## src/rtl/prbs_pkg.sv

```systemverilog
package prbs_pkg;

  localparam int LFSR_W    = 20;
  localparam int SHORT_LEN = 15;
  localparam int SHORT_TAP = 14;
  localparam int LONG_LEN  = 20;
  localparam int LONG_TAP  = 17;
  localparam logic [LFSR_W-1:0] SEED = '1;

  typedef struct packed {
    logic stat_sel;
    logic pat_long;
    logic mon_en;
    logic tx_en;
  } prbs_cfg_t;

  function automatic logic prbs_fb(input logic [LFSR_W-1:0] s, input logic long_sel);
    if (long_sel) return s[LONG_LEN-1] ^ s[LONG_TAP-1];
    return s[SHORT_LEN-1] ^ s[SHORT_TAP-1];
  endfunction

  function automatic logic [LFSR_W-1:0] prbs_mask(input logic long_sel);
    logic [LFSR_W-1:0] m;
    for (int i = 0; i < LFSR_W; i++) m[i] = long_sel ? (i < LONG_LEN) : (i < SHORT_LEN);
    return m;
  endfunction

endpackage

```

## src/rtl/prbs_tx_gen.sv

```systemverilog
module prbs_tx_gen
  import prbs_pkg::*;
(
  input  logic clk,
  input  logic rst_n,
  input  logic enable,
  input  logic long_sel,
  input  logic advance,
  output logic bit_o
);

  logic [LFSR_W-1:0] state_q;
  logic [LFSR_W-1:0] state_nxt;

  assign bit_o = prbs_fb(state_q, long_sel);

  always_comb begin
    state_nxt = {state_q[LFSR_W-2:0], bit_o};
    if ((state_nxt & prbs_mask(long_sel)) == '0) state_nxt = SEED;
  end

  always_ff @(posedge clk) begin
    if (!rst_n || !enable) state_q <= SEED;
    else if (advance)      state_q <= state_nxt;
  end

endmodule

```

## src/rtl/prbs_rx_mon.sv

```systemverilog
module prbs_rx_mon
  import prbs_pkg::*;
#(
  parameter int SYNC_RUN  = 32,
  parameter int WIN_LEN   = 64,
  parameter int LOSS_ERRS = 6
) (
  input  logic clk,
  input  logic rst_n,
  input  logic enable,
  input  logic long_sel,
  input  logic bit_valid,
  input  logic bit_i,
  output logic in_sync,
  output logic sync_chg,
  output logic err_pulse
);

  localparam int RUN_W = $clog2(SYNC_RUN + 1);
  localparam int WC_W  = $clog2(WIN_LEN + 1);

  logic [LFSR_W-1:0]  state_q, state_d;
  logic [RUN_W-1:0]   run_q, run_d;
  logic [WIN_LEN-1:0] hist_q, hist_d;
  logic [WC_W-1:0]    win_q, win_d, win_sum;
  logic               sync_q, sync_d;
  logic               pred, mism, nonzero;

  assign pred    = prbs_fb(state_q, long_sel);
  assign mism    = bit_i != pred;
  assign nonzero = |(state_q & prbs_mask(long_sel));
  assign win_sum = win_q - WC_W'(hist_q[WIN_LEN-1]) + WC_W'(mism);

  always_comb begin
    state_d = state_q;
    run_d   = run_q;
    hist_d  = hist_q;
    win_d   = win_q;
    sync_d  = sync_q;
    if (!enable) begin
      state_d = '0;
      run_d   = '0;
      hist_d  = '0;
      win_d   = '0;
      sync_d  = 1'b0;
    end else if (bit_valid) begin
      if (!sync_q) begin
        state_d = {state_q[LFSR_W-2:0], bit_i};
        if (!mism && nonzero) begin
          if (run_q == RUN_W'(SYNC_RUN - 1)) begin
            sync_d = 1'b1;
            run_d  = '0;
            hist_d = '0;
            win_d  = '0;
          end else begin
            run_d = run_q + 1'b1;
          end
        end else begin
          run_d = '0;
        end
      end else begin
        state_d = {state_q[LFSR_W-2:0], pred};
        hist_d  = {hist_q[WIN_LEN-2:0], mism};
        win_d   = win_sum;
        if (mism && win_sum >= WC_W'(LOSS_ERRS)) begin
          sync_d  = 1'b0;
          state_d = '0;
          run_d   = '0;
          hist_d  = '0;
          win_d   = '0;
        end
      end
    end
  end

  always_ff @(posedge clk) begin
    if (!rst_n) begin
      state_q <= '0;
      run_q   <= '0;
      hist_q  <= '0;
      win_q   <= '0;
      sync_q  <= 1'b0;
    end else begin
      state_q <= state_d;
      run_q   <= run_d;
      hist_q  <= hist_d;
      win_q   <= win_d;
      sync_q  <= sync_d;
    end
  end

  assign in_sync   = sync_q;
  assign sync_chg  = sync_d != sync_q;
  assign err_pulse = enable && bit_valid && sync_q && mism;

endmodule

```

## src/rtl/prbs_err_cnt.sv

```systemverilog
module prbs_err_cnt #(
  parameter int CNT_W = 16
) (
  input  logic             clk,
  input  logic             rst_n,
  input  logic             inc,
  input  logic             clr,
  output logic [CNT_W-1:0] count
);

  localparam logic [CNT_W-1:0] CNT_MAX = '1;

  always_ff @(posedge clk) begin
    if (!rst_n)                     count <= '0;
    else if (clr)                   count <= inc ? CNT_W'(1) : '0;
    else if (inc && count != CNT_MAX) count <= count + 1'b1;
  end

endmodule

```

## src/rtl/prbs_test_engine.sv

```systemverilog
module prbs_test_engine
  import prbs_pkg::*;
#(
  parameter int ERR_CNT_W = 16,
  parameter int SYNC_RUN  = 32,
  parameter int WIN_LEN   = 64,
  parameter int LOSS_ERRS = 6
) (
  input  logic                 clk,
  input  logic                 rst_n,
  input  logic                 cfg_we,
  input  logic [3:0]           cfg_wdata,
  output logic [3:0]           cfg_q,
  input  logic                 irq_clr,
  input  logic                 cnt_clr,
  input  logic                 tx_in_valid,
  output logic                 tx_in_ready,
  input  logic                 tx_in_bit,
  output logic                 tx_out_valid,
  input  logic                 tx_out_ready,
  output logic                 tx_out_bit,
  input  logic                 rx_valid,
  output logic                 rx_ready,
  input  logic                 rx_bit,
  output logic                 mon_sync,
  output logic                 sync_pin,
  output logic [ERR_CNT_W-1:0] err_count,
  output logic                 irq
);

  prbs_cfg_t cfg_r;
  logic      gen_bit, sync_chg, err_pulse;

  always_ff @(posedge clk) begin
    if (!rst_n)      cfg_r <= '0;
    else if (cfg_we) cfg_r <= prbs_cfg_t'(cfg_wdata);
  end
  assign cfg_q = cfg_r;

  assign tx_out_valid = tx_in_valid;
  assign tx_in_ready  = tx_out_ready;
  assign tx_out_bit   = cfg_r.tx_en ? gen_bit : tx_in_bit;
  assign rx_ready     = 1'b1;

  prbs_tx_gen i_gen (
    .clk      (clk),
    .rst_n    (rst_n),
    .enable   (cfg_r.tx_en),
    .long_sel (cfg_r.pat_long),
    .advance  (tx_in_valid && tx_out_ready),
    .bit_o    (gen_bit)
  );

  prbs_rx_mon #(
    .SYNC_RUN  (SYNC_RUN),
    .WIN_LEN   (WIN_LEN),
    .LOSS_ERRS (LOSS_ERRS)
  ) i_mon (
    .clk       (clk),
    .rst_n     (rst_n),
    .enable    (cfg_r.mon_en),
    .long_sel  (cfg_r.pat_long),
    .bit_valid (rx_valid),
    .bit_i     (rx_bit),
    .in_sync   (mon_sync),
    .sync_chg  (sync_chg),
    .err_pulse (err_pulse)
  );

  prbs_err_cnt #(.CNT_W(ERR_CNT_W)) i_cnt (
    .clk   (clk),
    .rst_n (rst_n),
    .inc   (err_pulse),
    .clr   (cnt_clr),
    .count (err_count)
  );

  always_ff @(posedge clk) begin
    if (!rst_n)        irq <= 1'b0;
    else if (sync_chg) irq <= 1'b1;
    else if (irq_clr)  irq <= 1'b0;
  end

  assign sync_pin = mon_sync && cfg_r.stat_sel && cfg_r.mon_en;

endmodule

```

## config.mk

```make
export PLATFORM = sky130hd
export DESIGN_NAME = prbs_test_engine
export DESIGN_NICKNAME = d
export VERILOG_FILES = /design/src/rtl/prbs_pkg.sv /design/src/rtl/prbs_tx_gen.sv /design/src/rtl/prbs_rx_mon.sv /design/src/rtl/prbs_err_cnt.sv /design/src/rtl/prbs_test_engine.sv
export SDC_FILE = /design/constraint.sdc
export NUM_CORES = 1
export LEC_CHECK = 0
export BUFFER_PORTS_ARGS = -buffer_cell sky130_fd_sc_hd__buf_2
export CORE_MARGIN = 2
export CORE_UTILIZATION = 45
export CTS_BUF_LIST = sky130_fd_sc_hd__clkbuf_16
export CTS_CLUSTER_SIZE = 8
export DETAILED_ROUTE_END_ITERATION = 8
export PLACE_DENSITY_LB_ADDON = 0.05
export SYNTH_ARGS = -nofsm -noshare
export SYNTH_HDL_FRONTEND = slang
export SYNTH_SLANG_ARGS = --single-unit
```

## constraint.sdc

```tcl
create_clock -name clk -period 4.29 [get_ports clk]
set_input_delay 0.6435 -clock clk [delete_from_list [all_inputs] [get_ports clk]]
set_output_delay 0.6435 -clock clk [all_outputs]
set_load 0.005 [all_outputs]
```

==> results.md, run 1 <==
- Final Hold Vio Count: 0
- Worst Hold Class: register to register
- Worst endpoint required time: approximately 4.6 ns
- Bufs on Longest Clock Path: 2
- Slew Limit Fails: 0
- Post-Syn Area: about 0.006 sq mm
- Async set or reset register ratio after synthesis: 0
- Die height: 119.3 microns
- Final net count: between 700 and 800
- CP max FO: 19
- GR Overflow Total: 0
- Synth warn: 0
- # Max-Cap Violations: 0
- Buf/Inv on CP: 2
- Final min period: 3.804 ns
- Startpoint Class: register
- Core Region: 0.01309 sq mm
- Worst Path Arrival: between 4 and 5 ns
- Cell Rows: between 40 and 50
- VDD IR max: roughly 0.25 mV
- Post-synthesis sequential area ratio: 0.4654
- Syn_area_per_cell: about 8.6 sq um
- Layout cell share with drive strength beyond 1: 0.1337
- Max-slew headroom: 0.2247
- Count of state elements after synthesis: about 140
- CTS resizes: 0
- Die footprint: ~0.014 sq mm
- TritonCTS clock tree: yes
- Final setup fails: 0
- Syn Inst Count: roughly 700
- Total Power: approximately 0.0029 W
- Vias after detailed routing: a little over 5000
- Syn nets: 724
- Die Width: approximately 120 microns
- Final ANT Viol Nets: 0
- Slowest-stage cell, CP: or4_4
- Clk sink count: 139
- DRT iter0 DRCs: 304
- Post-DP HPWL: around 7500 microns
- Layout area overhead: 14.94%
- Worst-path clk slew: roughly 0.060 ns
- Root Buffer Master: clkbuf_16
- Worst-Margin Slew: between 1 and 1.5 ns
- Antenna violations before repair: 0
- Via/cell ratio: about 5.6
- Origin of the critical flop-to-flop path: cfg_q[2]
- Number of port buffers: 39
- Worst Setup SP: cfg_q[2]
- Post-CTS setup buffers: 0
- Final cycle utilization of the critical path: 0.8867
- Total Routed Length: 12080 microns
- GRT Util Overall: 0.1791
- Distinct cells, synth: 64
- Final setup TNS: 0 ns
- Placed cell count: ~860
- CP peak stage delay: 0.55 ns
- Primary FF master, synth: dfxtp_1
- Hold_buf cts: 0
- DRC violations left: 0
- Starting density of the core: 0.4570
- Largest delay share family, worst path: compound AO/OA/AOI/OAI gates
- Clock Latency Late Sink: roughly 0.42 ns
- Crit end category: register
- Filler-free cell count of the finished design: 894
- Fmax: roughly 260 MHz
- EDFF count, synth: 0
- Largest net degree at the start of global routing: roughly 140
- Type of the worst setup path: register to register
- Pwr dens: about 420 mW/mm^2
- Cell chain of the critical path: inv_1 > o211ai_1 > nand2_1 > ha_1 > fa_1 > a211oi_2 > nor2_1 > a221o_1 > or4_4 > a211oi_4 > buf_4 > a22o_1
- Commonest non-fill, non-tap cells in the layout: dfxtp_1 (139), nand2_1 (107), o22ai_1 (85)
- Static Leak: 2.326 nW
- Hold path start: i_mon.hist_q[60]
- Number of global-route vias before repair: around 4500
- Final GP Congestion: between 0.7 and 0.8
- Post-Route Skew: a little over 0.008 ns
- WL/cell: about 14 microns
- N_diodes: 0
- Most common cell after layout, fill and taps aside: dfxtp_1
- DRT Pass-1 Iters: 5
- Io pins: just over 40
- CTS Buf Count: 17
- RSZ-0062 raised after global routing: false
- H-tree Lvls: 4
- Status: complete, no violations
- Global-route wire length before repair: 21050 microns
path summary, 6_finish.rpt:
check | to | slack, ns | depth (start not counted)
min reg2reg | i_mon.hist_q[60] | 0.46 | 2
max reg2reg | i_mon.state_q[13] | 0.49 | 12
min | i_mon.hist_q[60] | 0.46 | 2
max | i_mon.state_q[13] | 0.49 | 12
cell usage after synthesis, types with 8 or more instances:
cell type  count  share of area
or4_1         10          0.013
clkbuf_1      50          0.031
dfxtp_1      139           0.47
a21oi_1       14          0.012
ha_1          10          0.021
inv_1         19          0.012
nor2_1        16          0.010
and3_1         8         0.0084
nand3_1       77          0.064
a22o_1        10          0.015
o21ai_0       17          0.014
o31ai_1        8          0.010
a22o_2         9          0.015
o22ai_1       85          0.089
nand2_1      107          0.067
sequential cells by signal, indices dropped and copies added, names as in the netlist:
register,count
cfg_q,4
i_gen.state_q,20
irq,1
i_mon.in_sync,1
i_mon.state_q,20
i_mon.run_q,6
i_cnt.count,16
i_mon.win_q,7
i_mon.hist_q,64
kinds of logic after synthesis:
group                      synth area share
buffers and inverters               0.05733
adders and majority gates           0.02427
muxes                               0.01025
DFF                                  0.4654
and+or+nand+nor                      0.2237
other                             0.0006271
AOI/OAI and AO/OA                    0.2067
xor gates and xnor gates            0.01172
metrics by stage:
step | instance area, sq um | setup WS, ns | hold WS [ns] | util
after floorplan | 5979 | 0.7203 | 0.4463 | -
final | 6873 | 0.4861 | 0.4647 | 0.5252
after CTS | 6873 | 0.4979 | 0.4669 | 0.5252
after detailed placement | 6266 | 0.5285 | 0.4590 | 0.4789
after global placement | 6266 | 0.5921 | 0.4516 | 0.4789
after global routing | 6873 | 0.1869 | 0.4836 | 0.5252
area by class of cell:
cell class	count	area (sq um)
clock buffers	17	425.4
clock inverters	15	181.4
fillers	1229	6212
inverters	19	71.32
multi-input cells	480	2879
flip-flops and latches	139	2783
well taps	176	220.2
repair buffers	48	312.8
where the power goes:
part | internal (W) | total (W) | switching [W]
clock | 0.000960 | 0.00150 | 0.000543
combinational | 0.0000185 | 0.0000646 | 0.0000461
sequential | 0.00129 | 0.00130 | 0.00000419
worst register-to-register path, delay by kind of cell, from the launching register on:
family	cells	cell delay, ns
compound gates	5	1.31
simple gates	3	0.82
fa+ha+maj	2	0.68
flops	1	0.52
buf+inv	2	0.40
routing by layer:
layer	vias to the layer above	track usage	part of all wire
met1	2376	0.2361	0.50
met2	72	0.2766	0.45
li1	2567	-	-
met5	-	0	0
met4	0	0.08557	0.017
met3	16	0.04215	0.032
Note: power is estimated with default switching activity, not from simulation.
==> inputs of run 2 (changes only) <==
--- a/config.mk
+++ b/config.mk
@@ -5,6 +5,7 @@
 export SDC_FILE = /design/constraint.sdc
 export NUM_CORES = 1
 export LEC_CHECK = 0
+export ABC_AREA = 1
 export BUFFER_PORTS_ARGS = -buffer_cell sky130_fd_sc_hd__buf_2
 export CORE_MARGIN = 2
 export CORE_UTILIZATION = 45
==> results.md, run 2 <==
- Vias after detailed routing: 5065 (+0.68%)
- Slew Limit Fails: 0 (unchanged)
- Origin of the critical flop-to-flop path: i_mon.state_q[13]
- Post-CTS setup buffers: 0 (unchanged)
- Most frequent cell after synthesis: nand2_1
- Most common cell after layout, fill and taps aside: nand2_1
- Bufs on Longest Clock Path: 2 (unchanged)
- Filler-free cell count of the finished design: 997 (+12%)
- CTS resizes: 0 (unchanged)
- Distinct cells, synth: 42 (-34%)
- Layout cell share with drive strength beyond 1: 0.1108 (-0.02286)
- Critical Path End: i_mon.hist_q[40]
- R2R depth: 19 (+7)
- Worst endpoint required time: 4.63 ns (about the same)
- Antenna violations before repair: 0 (unchanged)
- Count of state elements after synthesis: 139 (unchanged)
- Hold_buf cts: 0 (unchanged)
- Final min period: 3.497 ns (-0.3066 ns)
- Layout area overhead: 13.18%
- Largest register FFs: 64 (unchanged)
- N_diodes: 0 (unchanged)
- DRT iter0 DRCs: 342 (+13%)
- Yosys top cell area share: 0.4654 (unchanged)
- Async set or reset register ratio after synthesis: 0 (unchanged)
- Post-Syn Area: 0.005979 sq mm (unchanged)
- Die Width: 119.3 microns (unchanged)
- Synth top area cells: dfxtp_1 (47%), nand2_1 (11%), a21oi_1 (9.8%), o21ai_0 (7.7%), nand3_1 (4.2%)
- Top cells by count, synth: nand2_1 (170), dfxtp_1 (139), a21oi_1 (117)
- CTS Buf Count: 17 (unchanged)
- WL/cell: 11.77 microns (-13%)
- Multi-input logic area: 0.002713 sq mm (-5.8%)
- Fillers: 1254 (+2.0%)
- Worst-path clk slew: 0.05 ns (about the same)
- DRC violations left: 0 (unchanged)
- Buf/Inv on CP: 4 (+2)
- Worst Path Arrival: 3.84 ns (-0.31 ns)
- EDFF count, synth: 0 (unchanged)
- Flip-flop and latch area: 0.002783 sq mm (unchanged)
- Number of port buffers: 39 (unchanged)
- Final GP Congestion: 0.8650 (+11%)
- Syn_area_per_cell: 7.521 sq um (-12%)
- GR Overflow Total: 0 (unchanged)
- Final setup TNS: 0 ns (unchanged)
- Dpl ws: 0.7843 ns (+0.2558 ns)
- Worst Hold Class: input pin to register
- Pwr dens: 408.7 mW/mm^2 (-2.0%)
- Total Power: 0.002766 W (-3.5%)
- VDD IR max: 0.2573 mV (+2.3%)
- Critical R2R Capture: i_mon.hist_q[40]
- Die footprint: 0.01423 sq mm (unchanged)
- DRT Pass-1 Iters: 4 (-1)
- Die height: 119.3 microns (unchanged)
- Synth warn: 0 (unchanged)
- Largest delay share family, worst path: simple AND/OR/NAND/NOR gates
- Crit. path cell count: 19 (+7)
- # Max-Cap Violations: 0 (unchanged)
- GRT Util Overall: 0.1773 (-0.001847)
- Io pins: 41 (unchanged)
- TritonCTS clock tree: yes
- Final Hold Vio Count: 0 (unchanged)
- Largest registers: i_mon.hist_q: 64 flops, i_gen.state_q: 20 flops, i_mon.state_q: 20 flops
- Worst-Margin Slew: 0.8778 ns (-0.2808 ns)
- Cell chain of the critical path: inv_1 > ha_1 > nand2_1 > nand4_1 > nand2_4 > clkinv_4 > ha_1 > fa_1 > or2_1 > nand3_1 > nand3_1 > nor2_1 > nand3_2 > nand2_1 > nand2_1 > inv_2 > buf_4 > nand2_1 > a21oi_1
- Core Region: 0.01309 sq mm (unchanged)
- Fmax: 285.9 MHz (+8.8%)
- Post-synthesis sequential area ratio: 0.4654 (unchanged)
- Largest net degree at the start of global routing: 74 (-48%)
- Total Routed Length: 11730 microns (-2.9%)
- CP peak stage delay: 0.41 ns (-0.14 ns)
- FF-to-FF setup slack: 0.79 ns (+0.31 ns)
- Fin Hold WS: 0.4468 ns (-0.01789 ns)
- Final cycle utilization of the critical path: 0.8152 (-0.07147)
- Most flop-heavy register: i_mon.hist_q
- Type of the worst setup path: register to register
- Final setup fails: 0 (unchanged)
- Slowest-stage cell, CP: fa_1
- Crit end category: register
- Static Leak: 2.554 nW (+9.8%)
- Cell Rows: 42 (unchanged)
- Global-route wire length before repair: 20630 microns (-2.0%)
- Post-DP HPWL: 7575 microns (+1.5%)
- Max-slew headroom: 0.4135 (+0.1887)
- Final setup margin: 0.7927 ns (+0.3066 ns)
- Commonest non-fill, non-tap cells in the layout: nand2_1 (170), dfxtp_1 (139), a21oi_1 (117)
- Placed cell count: 966 (+12%)
- Via/cell ratio: 5.080 (-9.7%)
- Post-Route Skew: 0.004580 ns (-0.003739 ns)
- Worst Setup SP: i_mon.state_q[13]
- Starting density of the core: 0.4570 (unchanged)
- Final net count: 834 (+14%)
- Clock Latency Late Sink: 0.42 ns (about the same)
- Number of global-route vias before repair: 4665 (+3.7%)
- Primary FF master, synth: dfxtp_1
- Area leader, netlist: dfxtp_1
- Syn nets: 820 (+13%)
- Final ANT Viol Nets: 0 (unchanged)
- Most used cell, CP: nand2_1
- Clk sink count: 139 (unchanged)
- RSZ-0062 raised after global routing: false
- Startpoint Class: register
- H-tree Lvls: 4 (unchanged)
- Root Buffer Master: clkbuf_16
- CP max FO: 22 (+3)
- Syn Inst Count: 795 (+14%)
- Status: complete, no violations
==> run 2: final cells by class <==
| class | count | area share |
|---|---|---|
| multi-input cells | 549 | 0.4008 |
| flip-flops and latches | 139 | 0.4112 |
| well taps | 176 | 0.03254 |
| clock inverters | 14 | 0.02052 |
| inverters | 56 | 0.03180 |
| clock buffers | 17 | 0.06286 |
| repair buffers | 46 | 0.04030 |
==> run 2: logic make-up (layout without fill, tap and decap cells) <==
family          after synthesis  count (layout)  synth area share
xor+xnor                      3               3          0.004395
flops                       139             139            0.4654
fa+ha+maj                    11              11           0.02427
compound gates              236             236            0.2063
simple gates                298             298            0.2180
other cells                   1               1         0.0006271
buf+inv                     107             133           0.08098
==> run 2: metrics by stage <==
step / cell area, sq um / util
floorplan: 5979 / -
global placement: 6203 / 0.4741
detailed placement: 6203 / 0.4741
CTS: 6768 / 0.5172
global route: 6768 / 0.5172
finish: 6768 / 0.5172
==> run 2: how the worst min path moves through the flow <==
| stage | from | end | slack (ns) | cells past startpoint |
|---|---|---|---|---|
| global placement | i_mon.hist_q[49] | i_mon.hist_q[50] | 0.44 | 2 |
| global route | cfg_wdata[3] | cfg_q[3] | 0.47 | 3 |
| detailed placement | i_mon.hist_q[49] | i_mon.hist_q[50] | 0.45 | 2 |
| floorplan | i_mon.hist_q[28] | i_mon.hist_q[29] | 0.43 | 2 |
| finish | cfg_wdata[0] | cfg_q[0] | 0.45 | 3 |
| CTS | cfg_wdata[0] | cfg_q[0] | 0.43 | 3 |
==> run 2: metal layers <==
layer	up-vias	global-route usage	part of all wire
li1	2702	-	-
met4	0	0.08333	0.021
met1	2273	0.2147	0.49
met5	-	0	0
met2	69	0.2917	0.46
met3	21	0.04885	0.034
==> run 2: report_power, final <==
group	internal [W]	leakage (nW)	switching, W
sequential	0.00130	1.12	0.00000458
clock	0.000890	0.286	0.000511
combinational	0.0000186	1.15	0.0000467
==> run 2: worst register-to-register path, delay by kind of cell (launching register included) <==
family | cells | cell delay (ns)
buffers and inverters | 4 | 0.73
AO/OA/AOI/OAI | 1 | 0.14
adder cells (fa/ha/maj) | 3 | 0.93
flip-flops | 1 | 0.35
AND/OR/NAND/NOR | 11 | 1.28
==> inputs of run 3 (changes only) <==
==> constraint.sdc (replaced) <==
create_clock -name clk -period 3 [get_ports clk]
set_input_delay 0.45 -clock clk [delete_from_list [all_inputs] [get_ports clk]]
set_output_delay 0.45 -clock clk [all_outputs]
set_load 0.005 [all_outputs]
==> results.md, run 3 (same netlist as run 2, synthesis figures left out) <==
- Status: complete, no violations
- Post-DP HPWL: 7608 microns (+0.44%)
- Final min period: 2.898 ns (-0.5996 ns)
- VDD IR max: 0.4660 mV (+81%)
- Final net count: 861 (+3.2%)
- DRT Pass-1 Iters: 4 (unchanged)
- Dpl ws: -0.08904 ns (-0.8733 ns)
- Antenna violations before repair: 0 (unchanged)
- FF-to-FF setup slack: 0.10 ns (-0.69 ns)
- Starting density of the core: 0.4570 (unchanged)
- Hold_buf cts: 0 (unchanged)
- Final setup margin: 0.1024 ns (-0.6904 ns)
- R2R depth: 20 (+1)
- GR Overflow Total: 0 (unchanged)
- Fillers: 1251 (-0.24%)
- # Max-Cap Violations: 0 (unchanged)
- Slowest-stage cell, CP: fa_2
- Largest net degree at the start of global routing: 75 (+1.4%)
- Worst-path clk slew: 0.06 ns (about the same)
- Final setup TNS: 0 ns (unchanged)
- Die Width: 119.3 microns (unchanged)
- TritonCTS clock tree: yes
- Cell chain of the critical path: inv_2 > ha_4 > nand2_4 > nand4_1 > nand2_4 > clkinv_4 > ha_4 > fa_2 > or2_4 > nand3_2 > nand3_2 > nor2_2 > nand3_2 > nand2_2 > nand2_2 > inv_4 > buf_12 > clkbuf_16 > nand2_1 > a21oi_1
- Clock Latency Late Sink: 0.42 ns (about the same)
- Global-route wire length before repair: 22110 microns (+7.2%)
- Design Area, Final: 0.007276 sq mm (+7.5%)
- Startpoint Class: register
- Worst endpoint required time: 3.34 ns (-1.29 ns)
- Pint: 0.003091 W (+40%)
- Worst-Margin Slew: 0.7221 ns (-0.1557 ns)
- Origin of the critical flop-to-flop path: i_mon.state_q[14]
- Final setup fails: 0 (unchanged)
- Layout cell share with drive strength beyond 1: 0.1840 (+0.07312)
- CP peak stage delay: 0.35 ns (-0.06 ns)
- Largest register FFs: 64 (unchanged)
- Total Power: 0.003954 W (+43%)
- Critical Path End: i_mon.hist_q[4]
- Root Buffer Master: clkbuf_16
- Post-Route Skew: 0.004735 ns (+0.0001550 ns)
- Clock share of power: 0.503 (-0.003)
- CTS Buf Count: 17 (unchanged)
- Io pins: 41 (unchanged)
- Max-slew headroom: 0.5168 (+0.1033)
- Worst Path Arrival: 3.24 ns (-0.60 ns)
- Most used cell, CP: nand3_2
- Bufs on Longest Clock Path: 2 (unchanged)
- Sequential power share: 0.470 (about the same)
- H-tree Lvls: 4 (unchanged)
- Clk sink count: 139 (unchanged)
- Commonest non-fill, non-tap cells in the layout: nand2_1 (165), dfxtp_1 (137), a21oi_1 (102)
- Logic pwr share: 0.027 (+0.003)
- Final GP Congestion: 0.7894 (-8.7%)
- Sw frac: 0.2182 (+0.01490)
- RSZ-0062 raised after global routing: true
- Die footprint: 0.01423 sq mm (unchanged)
- Number of port buffers: 39 (unchanged)
- Pwr dens: 543.4 mW/mm^2 (+33%)
- Number of global-route vias before repair: 4795 (+2.8%)
- Fmax: 345.1 MHz (+21%)
- DRC violations left: 0 (unchanged)
- Static Leak: 2.769 nW (+8.4%)
- Largest registers: i_mon.hist_q: 64 flops, i_gen.state_q: 20 flops, i_mon.state_q: 20 flops
- Via/cell ratio: 5.106 (+0.52%)
- Vias after detailed routing: 5229 (+3.2%)
- Fin Hold WS: 0.2688 ns (-0.1780 ns)
- Switch Pwr: 0.0008627 W (+53%)
- Most common cell after layout, fill and taps aside: nand2_1
- Most flop-heavy register: i_mon.hist_q
- Core Region: 0.01309 sq mm (unchanged)
- WL/cell: 12.88 microns (+9.5%)
- Layout area overhead: 21.68%
- Slew Limit Fails: 0 (unchanged)
- Final cycle utilization of the critical path: 0.9659 (+0.1507)
- Placed Area: 0.006311 sq mm (+1.7%)
- Final ANT Viol Nets: 0 (unchanged)
- N_diodes: 0 (unchanged)
- Die height: 119.3 microns (unchanged)
- Worst Setup SP: i_mon.state_q[14]
- Cell Rows: 42 (unchanged)
- Final Hold Vio Count: 0 (unchanged)
- Critical R2R Capture: i_mon.hist_q[4]
- GRT Util Overall: 0.1917 (+0.01443)
- CP max FO: 9 (-59%)
- DRT iter0 DRCs: 310 (-9.4%)
- Crit end category: register
- Total Routed Length: 13190 microns (+12%)
- Type of the worst setup path: register to register
- Worst Hold Class: input pin to register
==> run 3: cell count changes in the layout (fill, tap and decap cells not counted), sizes merged <==
| cell | change |
|---|---|
| inv | -1 |
| clkinvlp | +1 |
| buf | +24 |
| bufinv | -1 |
| clkbuf | +3 |
| clkinv | +1 |
==> run 3: worst min-delay path by stage <==
stage | endpoint | slack [ns] | cells after the start | from
2_1_floorplan | i_mon.hist_q[29] | 0.43 | 2 | i_mon.hist_q[28]
3_3_place_gp | i_mon.hist_q[38] | 0.44 | 2 | i_mon.hist_q[37]
3_5_place_dp | i_mon.hist_q[61] | 0.45 | 2 | i_mon.hist_q[60]
4_1_cts | cfg_q[3] | 0.25 | 3 | cfg_wdata[3]
5_1_grt | cfg_q[0] | 0.29 | 3 | cfg_wdata[0]
6_report | cfg_q[0] | 0.27 | 3 | cfg_wdata[0]
==> run 3: critical path: cells and delay by family (launching register included) <==
| family | cells | cell delay [ns] |
|---|---|---|
| and+or+nand+nor | 11 | 1.12 |
| buffers and inverters | 5 | 0.50 |
| DFF | 1 | 0.33 |
| AOI/OAI and AO/OA | 1 | 0.14 |
| adders and majority gates | 3 | 0.73 |
==> run 3: power groups by stage <==
stage	Combinational, W	Clock, W	Sequential, W
2_1_floorplan	0.0000702	0	0.00190
3_3_place_gp	0.000101	0	0.00190
3_5_place_dp	0.000102	0	0.00190
4_1_cts	0.000105	0.00204	0.00186
5_1_grt	0.000120	0.00213	0.00186
6_report	0.000107	0.00199	0.00186
==> run 3: layer usage <==
| metal | share of wire | vias up | GRT usage | routed length [microns] |
|---|---|---|---|---|
| li1 | - | 2750 | - | - |
| met1 | 0.49 | 2410 | 0.2391 | 6444 |
| met2 | 0.47 | 57 | 0.3172 | 6226 |
| met3 | 0.028 | 12 | 0.05412 | 372 |
| met4 | 0.011 | 0 | 0.06696 | 147 |
| met5 | 0 | - | 0 | 0 |
==> run 3: timing repair <==
item,in CTS,in global routing
endpoints found under the hold margin,0,0
pin swaps,19,12
cloned,4,3
resized for setup,25,18
setup endpoints to repair,75,98
setup buffers,9,2
==> run 3: cell type report <==
class                      count  area [sq um]  area share
clock buffer                  17         425.4     0.05847
clock inverter                14         131.4     0.01806
inverter                      56         217.7     0.02992
multi-input combinational    549          2839      0.3902
sequential                   139          2785      0.3828
tap                          176         220.2     0.03027
timing repair buffer          73         656.9     0.09028
==> run 3: through the flow <==
| step | utilization | instances |
|---|---|---|
| 6_report | 0.5560 | 1024 |
| 5_1_grt | 0.5560 | 1024 |
| 4_1_cts | 0.5440 | 1019 |
| 3_5_place_dp | 0.4823 | 977 |
| 3_3_place_gp | 0.4823 | 977 |
| 2_1_floorplan | - | 795 |
